`src/rtl/fjk_pkg.sv`:
```
package fjk_pkg;
  typedef enum logic [1:0] {
    FJK_RESET_T  = 2'd0,
    FJK_SET_T    = 2'd1,
    FJK_MINMAX   = 2'd2,
    FJK_MINMAX_B = 2'd3
  } fjk_mode_e;
endpackage

```
`src/rtl/fjk_clamp.sv`:
```
module fjk_clamp #(
  parameter int FS = 6,
  parameter int W  = $clog2(FS + 1)
) (
  input  logic [W-1:0] raw_i,
  output logic [W-1:0] lvl_o
);
  localparam logic [W-1:0] FSV = W'(FS);

  // Codes above full scale saturate to full scale.
  always_comb lvl_o = (raw_i > FSV) ? FSV : raw_i;
endmodule

```
`src/rtl/fjk_next.sv`:
```
module fjk_next
  import fjk_pkg::*;
#(
  parameter int FS = 6,
  parameter int W  = $clog2(FS + 1)
) (
  input  fjk_mode_e    mode_i,
  input  logic [W-1:0] j_i,
  input  logic [W-1:0] k_i,
  input  logic [W-1:0] q_i,
  output logic [W-1:0] nxt_o
);
  localparam logic [W-1:0] FSV = W'(FS);

  function automatic logic [W-1:0] lmin(input logic [W-1:0] a, input logic [W-1:0] b);
    return (a < b) ? a : b;
  endfunction

  function automatic logic [W-1:0] lmax(input logic [W-1:0] a, input logic [W-1:0] b);
    return (a > b) ? a : b;
  endfunction

  logic [W-1:0] nk, nq;
  logic [W-1:0] rst_form, set_form, mm_form;

  always_comb begin
    // Complement of a level: full scale minus the level.
    nk = FSV - k_i;
    nq = FSV - q_i;
    rst_form = lmax(lmin(j_i, nq), lmin(nk, q_i));
    set_form = lmin(lmax(j_i, q_i), lmax(nk, nq));
    mm_form  = lmin(lmin(lmax(j_i, nk), lmax(j_i, q_i)), lmax(nk, nq));
    unique case (mode_i)
      FJK_RESET_T: nxt_o = rst_form;
      FJK_SET_T:   nxt_o = set_form;
      default:     nxt_o = mm_form;
    endcase
  end
endmodule

```
`src/rtl/fjk_osc.sv`:
```
module fjk_osc #(
  parameter int W = 3
) (
  input  logic         clk,
  input  logic         rst,
  input  logic         en,
  input  logic         chg_i,
  input  logic [W-1:0] q_i,
  input  logic [W-1:0] nxt_i,
  output logic         osc_o
);
  logic [W-1:0] prev_q;
  logic         prev_vld;

  always_ff @(posedge clk) begin
    if (rst) begin
      prev_q   <= '0;
      prev_vld <= 1'b0;
      osc_o    <= 1'b0;
    end else if (en) begin
      prev_q   <= q_i;
      prev_vld <= 1'b1;
      if (chg_i)
        osc_o <= 1'b0;
      else if (prev_vld && (nxt_i == prev_q) && (nxt_i != q_i))
        osc_o <= 1'b1;
    end
  end
endmodule

```
`src/rtl/fuzzy_jk_cell.sv`:
```
module fuzzy_jk_cell
  import fjk_pkg::*;
#(
  parameter int FS = 6,
  parameter int W  = $clog2(FS + 1)
) (
  input  logic         clk,
  input  logic         rst,
  input  logic         en,
  input  logic [1:0]   mode,
  input  logic [W-1:0] j_in,
  input  logic [W-1:0] k_in,
  output logic [W-1:0] q_out,
  output logic         osc_out
);
  logic [W-1:0] j_lvl, k_lvl, nxt;
  logic [W-1:0] last_j, last_k;
  logic [1:0]   last_m;
  logic         chg;

  fjk_clamp #(.FS(FS), .W(W)) clamp_j_i (.raw_i(j_in), .lvl_o(j_lvl));
  fjk_clamp #(.FS(FS), .W(W)) clamp_k_i (.raw_i(k_in), .lvl_o(k_lvl));

  fjk_next #(.FS(FS), .W(W)) next_i (
    .mode_i (fjk_mode_e'(mode)),
    .j_i    (j_lvl),
    .k_i    (k_lvl),
    .q_i    (q_out),
    .nxt_o  (nxt)
  );

  // Inputs differ from those used at the previous enabled edge.
  always_comb chg = (j_lvl != last_j) || (k_lvl != last_k) || (mode != last_m);

  always_ff @(posedge clk) begin
    if (rst) begin
      q_out  <= '0;
      last_j <= '0;
      last_k <= '0;
      last_m <= '0;
    end else if (en) begin
      q_out  <= nxt;
      last_j <= j_lvl;
      last_k <= k_lvl;
      last_m <= mode;
    end
  end

  fjk_osc #(.W(W)) osc_i (
    .clk   (clk),
    .rst   (rst),
    .en    (en),
    .chg_i (chg),
    .q_i   (q_out),
    .nxt_i (nxt),
    .osc_o (osc_out)
  );
endmodule

```
`config.mk`:
```
export PLATFORM = sky130hd
export DESIGN_NAME = fuzzy_jk_cell
export DESIGN_NICKNAME = d
export VERILOG_FILES = /design/src/rtl/fjk_pkg.sv /design/src/rtl/fjk_clamp.sv /design/src/rtl/fjk_next.sv /design/src/rtl/fjk_osc.sv /design/src/rtl/fuzzy_jk_cell.sv
export SDC_FILE = /design/constraint.sdc
export NUM_CORES = 1
export LEC_CHECK = 0
export ABC_CLOCK_PERIOD_IN_PS = 10950
export BUFFER_PORTS_ARGS = -buffer_cell sky130_fd_sc_hd__buf_2
export CORE_AREA = 2 2 78 65
export DETAILED_ROUTE_END_ITERATION = 10
export DIE_AREA = 0 0 80 67
export PLACE_DENSITY_LB_ADDON = 0.08
export SYNTH_ARGS = -nofsm -noshare
export SYNTH_HDL_FRONTEND = slang
export SYNTH_HIERARCHICAL = 1
export SYNTH_SLANG_ARGS = --single-unit
```
`constraint.sdc`:
```
create_clock -name clk -period 10.95 [get_ports clk]
set_input_delay 2.19 -clock clk [delete_from_list [all_inputs] [get_ports clk]]
set_output_delay 2.19 -clock clk [all_outputs]
set_load 0.02 [all_outputs]
```
Word-level counts from Yosys, hierarchy flattened
Cells that the tools add are included.
- output and inout port bits: 4
- word-level logic and storage cells: 47
- register bits after elaboration: 16
- bits of input ports: 11
- add/subtract/negate cells: 2
- muxes and demuxes: 14
- magnitude comparators: 11
- equality and inequality tests: 6
- reduce and logical (&&, ||, !) cells: 7
- operators by type and width (kind ; number):
    $mux 3 ; 11
    $lt 3x3->1 ; 5
    $gt 3x3->1 ; 4
    $ne 3x3->1 ; 3
    $gt 3x3->1 const B ; 2
    $pmux 3 s2 ; 1
    $sub 3x3->3 const A ; 2
    $eq 3x3->1 ; 1
    $eq 2x1->1 const B ; 1
    $logic_and 1x1->1 ; 2
    $logic_not 2->1 ; 1
    $logic_or 1x1->1 ; 2
    $mux 1 ; 2
    $ne 2x2->1 ; 1
    $reduce_and 2->1 ; 1
    $reduce_bool 2->1 ; 1

Depth between registers and ports, before layout
Gate-level depths: netlist of run 1.
- word-level depth: 15
- mapped depth: 23
- depth with buffers taken out: 23

Cells and area by module
The synthesis of run 1 kept the hierarchy.
- modules (own cells, without submodules) (module ; sequential area each (um^2) ; instances ; area an instance (um^2) ; cells each):
    fjk_next ; 0.0 ; 1 ; 1037.2 ; 140
    fuzzy_jk_cell ; 220.2 ; 1 ; 473.0 ; 46
    fjk_osc ; 100.1 ; 1 ; 249.0 ; 24
    fjk_clamp ; 0.0 ; 2 ; 15.0 ; 3

Least setup slack after synthesis of run 1
No wires, ideal clock.
- path type: input-to-reg
- start point: input k_in[0]
- end point: register osc_i.osc_o
- arrival time: 6.244 ns
- path buffers: 0
- stages: 21
- slack: 4.602 ns
- data required time: 10.847 ns
- library setup time: 0.103 ns
- cell sequence: a21boi_1 -> ha_1 -> ha_1 -> nor2b_4 -> o211ai_1 -> nand3_2 -> mux2i_1 -> inv_1 -> ha_1 -> nor2_1 -> nor2_1 -> nor2_1 -> a41oi_1 -> mux2i_1 -> ha_1 -> a2111o_1 -> a31o_1 -> o221ai_2 -> xnor2_1 -> a41oi_1 -> a2111oi_2
- word-level cells in the longest chain between the ends: 15
- elaborated cells on any way between the ends: 28
- those cells by class: 1 x add/sub; 8 x order compare; 3 x eq/ne; 10 x mux; 6 x reduce/logical
- RTL lines (what ; RTL line ; source):
    start, declared ; fuzzy_jk_cell.sv:12 ; input logic [W-1:0] k_in,
    $gt 3x3->1 ; fjk_clamp.sv:11 ; always_comb lvl_o = (raw_i > FSV) ? FSV : raw_i;
    $mux 3 * ; fjk_clamp.sv:11 ;
    $sub 3x3->3 * ; fjk_next.sv:28 ; nk = FSV - k_i;
    $gt 3x3->1 ; fjk_next.sv:20 ; return (a > b) ? a : b;
    $mux 3 ; fjk_next.sv:20 ;
    $lt 3x3->1 ; fjk_next.sv:16 ; return (a < b) ? a : b;
    $mux 3 ; fjk_next.sv:16 ;
    $lt 3x3->1 ; fjk_next.sv:16 ;
    $mux 3 ; fjk_next.sv:16 ;
    $pmux 3 s2 * ; fjk_next.sv:33 ; unique case (mode_i)
    net nxt[1] ; fuzzy_jk_cell.sv:16 ; logic [W-1:0] j_lvl, k_lvl, nxt;
    $eq 3x3->1 ; fjk_osc.sv:25 ; else if (prev_vld && (nxt_i == prev_q) && (nxt_i != q_i))
    $logic_and 1x1->1 ; fjk_osc.sv:25 ;
    $logic_and 1x1->1 * ; fjk_osc.sv:25 ;
    $reduce_bool 2->1 (no source line) * ; -- ;
    $reduce_and 2->1 (no source line) * ; -- ;
    end signal, assigned ; fjk_osc.sv:19 ; osc_o <= 1'b0;
    end signal, assigned ; fjk_osc.sv:24 ; osc_o <= 1'b0;
    end signal, assigned ; fjk_osc.sv:26 ; osc_o <= 1'b1;
    end, declared ; fjk_osc.sv:10 ; output logic osc_o
The timed path passes the listed nets; every way through them passes the cells marked *.
A chain may end at the register's enable or synchronous reset.

Final worst setup path of run 1
- start point: input k_in[2]
- end point: register osc_i.osc_o
- word-level cells in the longest chain between the ends: 15
- elaborated cells on any way between the ends: 28
- those cells by class: 1 x add/sub; 8 x order compare; 3 x eq/ne; 10 x mux; 6 x reduce/logical
- RTL lines (what ; RTL line):
    $gt 3x3->1 * ; fjk_clamp.sv:11
    $mux 3 * ; fjk_clamp.sv:11
    net k_lvl[0] ; fuzzy_jk_cell.sv:16
    $sub 3x3->3 * ; fjk_next.sv:28
    $gt 3x3->1 ; fjk_next.sv:20
    $mux 3 ; fjk_next.sv:20
    $lt 3x3->1 ; fjk_next.sv:16
    $mux 3 ; fjk_next.sv:16
    $lt 3x3->1 ; fjk_next.sv:16
    $mux 3 ; fjk_next.sv:16
    $pmux 3 s2 * ; fjk_next.sv:33
    net nxt[1] ; fuzzy_jk_cell.sv:16
    $eq 3x3->1 ; fjk_osc.sv:25
    $logic_and 1x1->1 ; fjk_osc.sv:25
    $logic_and 1x1->1 * ; fjk_osc.sv:25
    $reduce_bool 2->1 (no source line) * ; --
    $reduce_and 2->1 (no source line) * ; --
Marked as above.

==> metrics, run 1 <==
status completed; fin crit share 62.94%; Die Wd 80 um; Post-Syn Nets 252; CTS max path bufs 2; Layout Skew 0.001376 ns; FF+latch count, synth 16; Max Cap Viol 0; post-cts resize count 0; Crit path max-delay family compound AO/OA/AOI/OAI gates; die area 5360 um^2; VDD IR max 0.04947 mV; pre-CTS setup slack 3.770 ns; most used cell, CP ha_1; critical path class in -> reg; crit-path cells buf_2 > a21boi_1 > ha_1 > ha_1 > nor2b_4 > o211ai_1 > nand3_2 > mux2i_1 > inv_1 > ha_1 > nor2_1 > nor2_1 > nor2_1 > a41oi_1 > mux2i_1 > ha_1 > a2111o_1 > a31o_1 > o221ai_2 > xnor2_1 > a41oi_1 > a2111oi_2; Post-Synth XOR/XNOR Area 8.252%; Crit. End Element flip-flop; Power Density 155.1 nW/um^2; yosys warns 6; internal power 171.4 uW; leak pwr 0.0009811 uW; largest family of logic cells by synthesized area simple AND/OR/NAND/NOR gates; postcts setup bufs 0; Comb pwr share 59.0%; Reg power frac 23.5%; multiplexer area fraction after synthesis 14.55%; mapped cell area 1789 um^2; hold_buf cts 0; CTS Buf Count 3; Simple-Gate Fraction of Synth Area 18.11%; number of diodes 0; max_slew headroom 45.36%; Core ar. 4514 um^2; Synth Instances 216; Clock Sinks 16; Avg WL per Cell 14.94 um; pin count of the biggest net entering global routing 18; switching share of power 43.14%; total global-route track usage 17.03%; Avg Vias per Cell 5.164; 1st-iter DRT viols 105; CP Launch Type input port; Yosys top cell area share 17.90%; FMAX 0.1451 GHz; global-route wire length before repair 6.955 mm; share of the yosys chip area belonging to registers 17.90%; post-synthesis compound-gate area fraction 17.41%; Crit path buffers/inverters 2; WL final 4.273 mm; post-route core utilization 43.07%; Final Net Count 263; GP Congestion 0.8031; Avg Cell Area, Syn 8.283 um^2; flop2flop setup slack 6.50 ns; I/O pins 15; total gr overflow 0; site row count 22; critical path's slowest cell a21boi_1; DRC 0; Slew @ Worst Pin 0.8178 ns; Clk pwr share 17.5%; setup TNS after final layout 0 ns; crit path max fanout 9; initial antenna violation count 0; Slew Limit Fails 0; Tightest Hold Check Type reg -> reg; slowest cell delay on critical path 0.66 ns; Final ANT Viol Nets 0; Period minus WS final 6.891 ns; critical path data arrival time 7.04 ns; Synth cell types 45; Setup WS post-layout 4.059 ns; number of port buffers 14; Switch Pwr 130.1 uW; area leader, netlist dfxtp_1; vias in the first global route 1,381; Root Driver clkbuf_8; most frequent cells in the layout nor2_1 (30), ha_1 (25), mux2i_1 (20); synth top area cells dfxtp_1 (18%), ha_1 (17%), mux2i_1 (11%); share of layout cells above drive strength 1 12.39%; H-tree levels 1; die height 67 um; hpwl dp 3.370 mm; CTS tree done; RSZ-0062 raised after global routing no; setup violators final 0; WP data required 11.10 ns; clock latency at the later pin of the worst-skew pair 0.25 ns; Final Hold Vio Count 0; most common cell after layout, fill and taps aside nor2_1; Synth Area in Adders 18.11%; Starting Density 39.63%; DRT Pass-1 Iters 4; Clk pin slew, worst setup/hold paths 0.06 ns; Via Count 1,477; Area Overhead vs Synth 8.671%
-- logic make-up (layout without fill, tap and decap cells) --
family / count (synthesis) / count (layout)
compound gates: 43 / 43
fa+ha+maj: 26 / 26
mux: 25 / 25
simple gates: 67 / 67
flops: 16 / 16
xor+xnor: 16 / 16
buf+inv: 23 / 33
-- worst register-to-register path: cells and delay by family, from the launching register on --
kind | cells | cell delay [ns]
xor+xnor | 2 | 0.32
compound gates | 7 | 1.56
flops | 1 | 0.64
buf+inv | 1 | 0.12
mux | 1 | 0.39
simple gates | 3 | 0.49
fa+ha+maj | 3 | 0.83
-- layout make-up --
class,count,area [um^2]
Clock buffer,4,55.05
Multi-Input combinational cell,177,1368
Inverter,15,56.30
Tap cell,60,75.07
Fill cell,479,2570
Sequential cell,16,320.3
Timing Repair Buffer,14,70.07
-- power by group through the flow --
stage	registers, uW	clock network (uW)	logic (uW)
after global placement	72.6	0	181
after detailed placement	72.6	0	175
final	70.9	52.7	178
after global routing	72.2	57.2	201
after CTS	71.0	54.5	177
after floorplan	72.1	0	138
-- per-stage QoR --
| stage | hold WS, ns | power (uW) | std cells | cell area (um^2) |
|---|---|---|---|---|
| 2_1_floorplan | 0.4272 | 210.4 | 216 | 1789 |
| 3_3_place_gp | 0.4469 | 254.0 | 282 | 1889 |
| 3_5_place_dp | 0.4610 | 248.0 | 282 | 1889 |
| 5_1_grt | 0.4943 | 330.5 | 286 | 1944 |
| 4_1_cts | 0.4766 | 303.0 | 286 | 1944 |
| 6_report | 0.4722 | 301.5 | 286 | 1944 |
-- routing by layer --
metal | global-route usage, % | wire length [um] | up-vias
li1 | - | - | 790
met1 | 26.63 | 2391 | 659
met2 | 24.48 | 1720 | 26
met3 | 3.523 | 152 | 2
met4 | 1.271 | 8 | 0
met5 | 0 | 0 | -
-- registers in the layout, summed over array words and instances (netlist names) --
register / count
osc_i/prev_vld: 1
last_k: 3
q_out: 3
osc_i/prev_q: 3
last_m: 2
osc_i/osc_o: 1
last_j: 3
-- cells in the mapped netlist (all sizes together) --
cell     count
a2111o       1
a2111oi      2
a21boi       2
a21o         1
a21oi        8
a31o         2
a32oi        2
a41oi        2
and2         2
and3b        1
buf          2
clkbuf       6
dfxtp       16
ha          25
inv         15
maj3         1
mux2         5
mux2i       20
nand2       14
nand2b       3
nand3        2
nand3b       1
nand4        3
nor2        30
nor2b        5
nor3         1
nor4         3
o211a        2
o211ai       4
o21a         1
o21ai       10
o21bai       2
o221ai       1
o31ai        2
o41ai        1
or2b         2
xnor2        4
xor2        12
-- final timing paths --
path,startpoint,depth (start not counted),end
setup / recovery,k_in[2],22,osc_i/osc_o
hold / removal,osc_i/prev_vld,2,osc_i/prev_vld
setup reg to reg,q_out[0],17,osc_i/osc_o
hold reg to reg,osc_i/prev_vld,2,osc_i/prev_vld
No activity file was read; power rests on OpenSTA's default activity.
==> run 2, diff against run 1 <==
- ABC_CLOCK_PERIOD_IN_PS: 10950 -> 6700
- clock period: 10.95 -> 6.7 ns (I/O delays scaled with it)
==> metrics, run 2 (synthesized netlist as in run 1, its figures left out) <==
pin count of the biggest net entering global routing 18; setup TNS after final layout 0 ns; Period minus WS final 5.681 ns; Starting Density 39.63%; Slew Limit Fails 0; leak pwr 0.0009907 uW; Area Overhead vs Synth 9.511%; status completed; Final Total Pwr 493.7 uW; placed cell count 284; CP Launch Type input port; Max Cap Viol 0; clock latency at the later pin of the worst-skew pair 0.25 ns; crit path max fanout 12; hold_buf cts 0; site row count 22; initial antenna violation count 0; most common cell after layout, fill and taps aside nor2_1; Core ar. 4514 um^2; number of port buffers 14; critical path data arrival time 5.83 ns; Final ANT Viol Nets 0; number of diodes 0; WP data required 6.85 ns; CTS max path bufs 2; FMAX 0.1760 GHz; DRC 0; WL final 4.192 mm; Final Net Count 265; hpwl dp 3.375 mm; Root Driver clkbuf_8; Highest Signal Layer met3; total gr overflow 0; GP Congestion 0.7986; Clk pin slew, worst setup/hold paths 0.06 ns; CTS Buf Count 3; die height 67 um; Tightest Hold Check Type reg -> reg; Non-Filler Instances 288; RSZ-0062 raised after global routing no; 1st-iter DRT viols 87; Via Count 1,541; Layout fillers 489; Layout Skew 0.0008372 ns; Slew @ Worst Pin 0.6132 ns; routed length on met2 1.805 mm; die area 5360 um^2; Clock Sinks 16; Avg Vias per Cell 5.351; most frequent cells in the layout nor2_1 (30), ha_1 (25), mux2i_1 (20); Min Hold Slack 0.4784 ns; vias in the first global route 1,457; Die Wd 80 um; global-route wire length before repair 7.231 mm; max_slew headroom 59.12%; met3 wire len 158 um; Final Hold Vio Count 0; setup violators final 0; total global-route track usage 17.51%; Crit. End Element flip-flop; I/O pins 15; DRT Pass-1 Iters 4; H-tree levels 1; cell area after placement 1904 um^2; critical path class in -> reg; Power Density 251.9 nW/um^2; post-cts resize count 0; final instance area 1959 um^2; postcts setup bufs 0; Avg WL per Cell 14.56 um; routed metal-1 wire length 2.228 mm; share of layout cells above drive strength 1 13.16%; VDD IR max 0.09888 mV; CTS tree done; fin crit share 84.80%
run 2: worst max-delay path: stages:
cell and delay [ns]:
buf_2 0.17, a21boi_1 0.50, inv_1 0.19, ha_1 0.27
nand3b_1 0.18, a32oi_1 0.28, nor2_1 0.07, a21oi_1 0.32
ha_1 0.31, nor2_1 0.10, nor2_1 0.04, nor2_1 0.14
a41oi_1 0.08, mux2i_1 0.19, ha_1 0.27, a2111o_1 0.37
a31o_1 0.23, o221ai_2 0.18, xnor2_1 0.15, a41oi_1 0.14
a2111oi_2 0.29
run 2: layer usage:
layer  vias up  global-route usage (%)
li1        795                       -
met1       717                   25.61
met2        29                   27.40
met3         0                   3.659
met4         0                   1.271
met5         -                       0
run 2: final timing paths:
path | from | endpoint | slack, ns | cells after the start
worst max-delay path | j_in[2] | osc_i/osc_o | 1.02 | 21
worst min-delay path | osc_i/prev_vld | osc_i/prev_vld | 0.48 | 2
worst min register to register | osc_i/prev_vld | osc_i/prev_vld | 0.48 | 2
worst max register to register | q_out[0] | osc_i/osc_o | 2.31 | 17
run 2: through the flow:
step	utilization [%]	setup slack (ns)
floorplan	-	1.202
global placement	42.18	0.9510
detailed placement	42.18	0.8155
CTS	43.40	1.036
global route	43.40	0.6094
finish	43.40	1.019
run 2: cell type report:
| type | instances | area, um^2 | share of cell area, % |
|---|---|---|---|
| inverter | 15 | 56.30 | 2.874 |
| timing repair buffer | 16 | 85.08 | 4.342 |
| clock buffer | 4 | 55.05 | 2.810 |
| tap | 60 | 75.07 | 3.831 |
| multi-input combinational | 177 | 1368 | 69.80 |
| sequential | 16 | 320.3 | 16.35 |
run 2: where the power goes:
group / total [uW] / internal, uW / switching [uW] / leakage [uW]
Sequential: 115 / 103 / 12.1 / 0.000131
Combinational: 292 / 127 / 166 / 0.000831
Clock: 86.2 / 52.1 / 34.1 / 0.0000288
Total: 494 / 282 / 212 / 0.000991
==> run 3, diff against run 2 <==
- ABC_CLOCK_PERIOD_IN_PS: 6700 -> 5300
- clock period: 6.7 -> 5.3 ns (I/O delays scaled with it)
==> metrics, run 3 (synthesized netlist as in run 1, its figures left out) <==
most common cell after layout, fill and taps aside nor2_1; H-tree levels 1; Area Overhead vs Synth 16.22%; Comb pwr share 62.6%; vias in the first global route 1,441; Reg power frac 21.5%; Clk pwr share 15.9%; post-route core utilization 46.06%; CTS tree done; I/O pins 15; total gr overflow 0; DRT Pass-1 Iters 4; number of port buffers 14; Final Hold Vio Count 0; critical path data arrival time 5.16 ns; Via Count 1,579; Starting Density 39.63%; Crit. End Element flip-flop; Max Cap Viol 0; Final Net Count 278; die area 5360 um^2; Layout Skew 0.001175 ns; Period minus WS final 5.013 ns; internal power 384.5 uW; site row count 22; CTS Buf Count 3; total global-route track usage 17.37%; max_slew headroom 68.37%; initial antenna violation count 0; GP Congestion 0.8567; Tightest Hold Check Type reg -> reg; DRC 0; Power Density 318.4 nW/um^2; Final ANT Viol Nets 0; setup violators final 0; Layout fillers 468; share of layout cells above drive strength 1 19.92%; crit path max fanout 4; Switch Pwr 277.5 uW; hpwl dp 3.396 mm; leak pwr 0.001050 uW; switching share of power 41.92%; number of diodes 0; Slew Limit Fails 0; Die Wd 80 um; clock latency at the later pin of the worst-skew pair 0.24 ns; Core ar. 4514 um^2; Non-Filler Instances 301; most frequent cells in the layout nor2_1 (29), ha_1 (25), mux2i_1 (18); Clock Sinks 16; CP Launch Type input port; 1st-iter DRT viols 97; pin count of the biggest net entering global routing 18; critical path class in -> reg; VDD IR max 0.1554 mV; Clk pin slew, worst setup/hold paths 0.06 ns; status completed; Avg WL per Cell 14.57 um; FMAX 0.1995 GHz; die height 67 um; placed cell count 292; WP data required 5.44 ns; Slew @ Worst Pin 0.4745 ns; Avg Vias per Cell 5.246; WL final 4.387 mm; CTS max path bufs 2; global-route wire length before repair 7.169 mm; Root Driver clkbuf_8; fin crit share 94.58%
[run 3: cell types whose count changed in the layout (fill, tap and decap cells not counted), sizes merged]
cell,delta
buf,+13
[run 3: path summary, 6_finish.rpt]
kind	startpoint	slack, ns	endpoint	depth (start not counted)
hold / removal	osc_i/prev_vld	0.46	osc_i/prev_vld	2
setup reg to reg	q_out[2]	1.06	osc_i/osc_o	19
setup / recovery	k_in[0]	0.29	osc_i/osc_o	22
hold reg to reg	osc_i/prev_vld	0.46	osc_i/prev_vld	2
[run 3: cell type report]
cell class | count | area, um^2 | share of cell area, %
inverter | 15 | 56.30 | 2.708
timing repair buffer | 29 | 182.7 | 8.785
sequential | 16 | 320.3 | 15.40
clock buffer | 4 | 55.05 | 2.647
tap | 60 | 75.07 | 3.610
multi-input combinational | 177 | 1390 | 66.85
[run 3: routing by layer]
| metal | track usage (%) | share of wire (%) |
|---|---|---|
| met5 | 0 | 0 |
| met4 | 1.483 | 0.82 |
| met3 | 3.252 | 4.0 |
| met2 | 26.15 | 42 |
| met1 | 26.34 | 53 |
[run 3: power groups by stage]
stage / clock network (uW) / registers (uW) / logic [uW]
6_report: 105 / 142 / 415
5_1_grt: 117 / 143 / 471
4_1_cts: 110 / 142 / 391
3_5_place_dp: 0 / 145 / 388
3_3_place_gp: 0 / 145 / 389
2_1_floorplan: 0 / 149 / 286
[run 3: timing repair]
action,in CTS,in global routing
gates resized for setup,0,6
endpoints found under the setup margin,0,1
buffers inserted,0,5
hold buffers,0,0
[run 3: metrics by stage]
stage	instance area [um^2]	hold WS (ns)	TNS [ns]	setup WS, ns	total power, uW
detailed placement	1964	0.4488	-0.01470	-0.01470	532.3
global placement	1964	0.4451	0	0.07978	533.7
global route	2079	0.4892	-0.07694	-0.07694	731.1
floorplan	1789	0.4272	0	0.08232	434.7
finish	2079	0.4635	0	0.2874	662.0
CTS	2019	0.4643	0	0.2477	642.9
[run 3: worst max-delay path: stages]
cell	delay (ns)
buf_2	0.09
a21boi_2	0.15
ha_1	0.32
ha_1	0.29
nor2b_4	0.14
o211ai_1	0.25
nand3_2	0.14
mux2i_2	0.21
inv_1	0.07
ha_1	0.29
nor2_1	0.11
nor2_1	0.06
nor2_2	0.13
a41oi_2	0.07
mux2i_2	0.20
ha_1	0.23
a2111o_1	0.37
a31o_1	0.24
o221ai_2	0.17
xnor2_1	0.14
a41oi_1	0.14
a2111oi_2	0.28
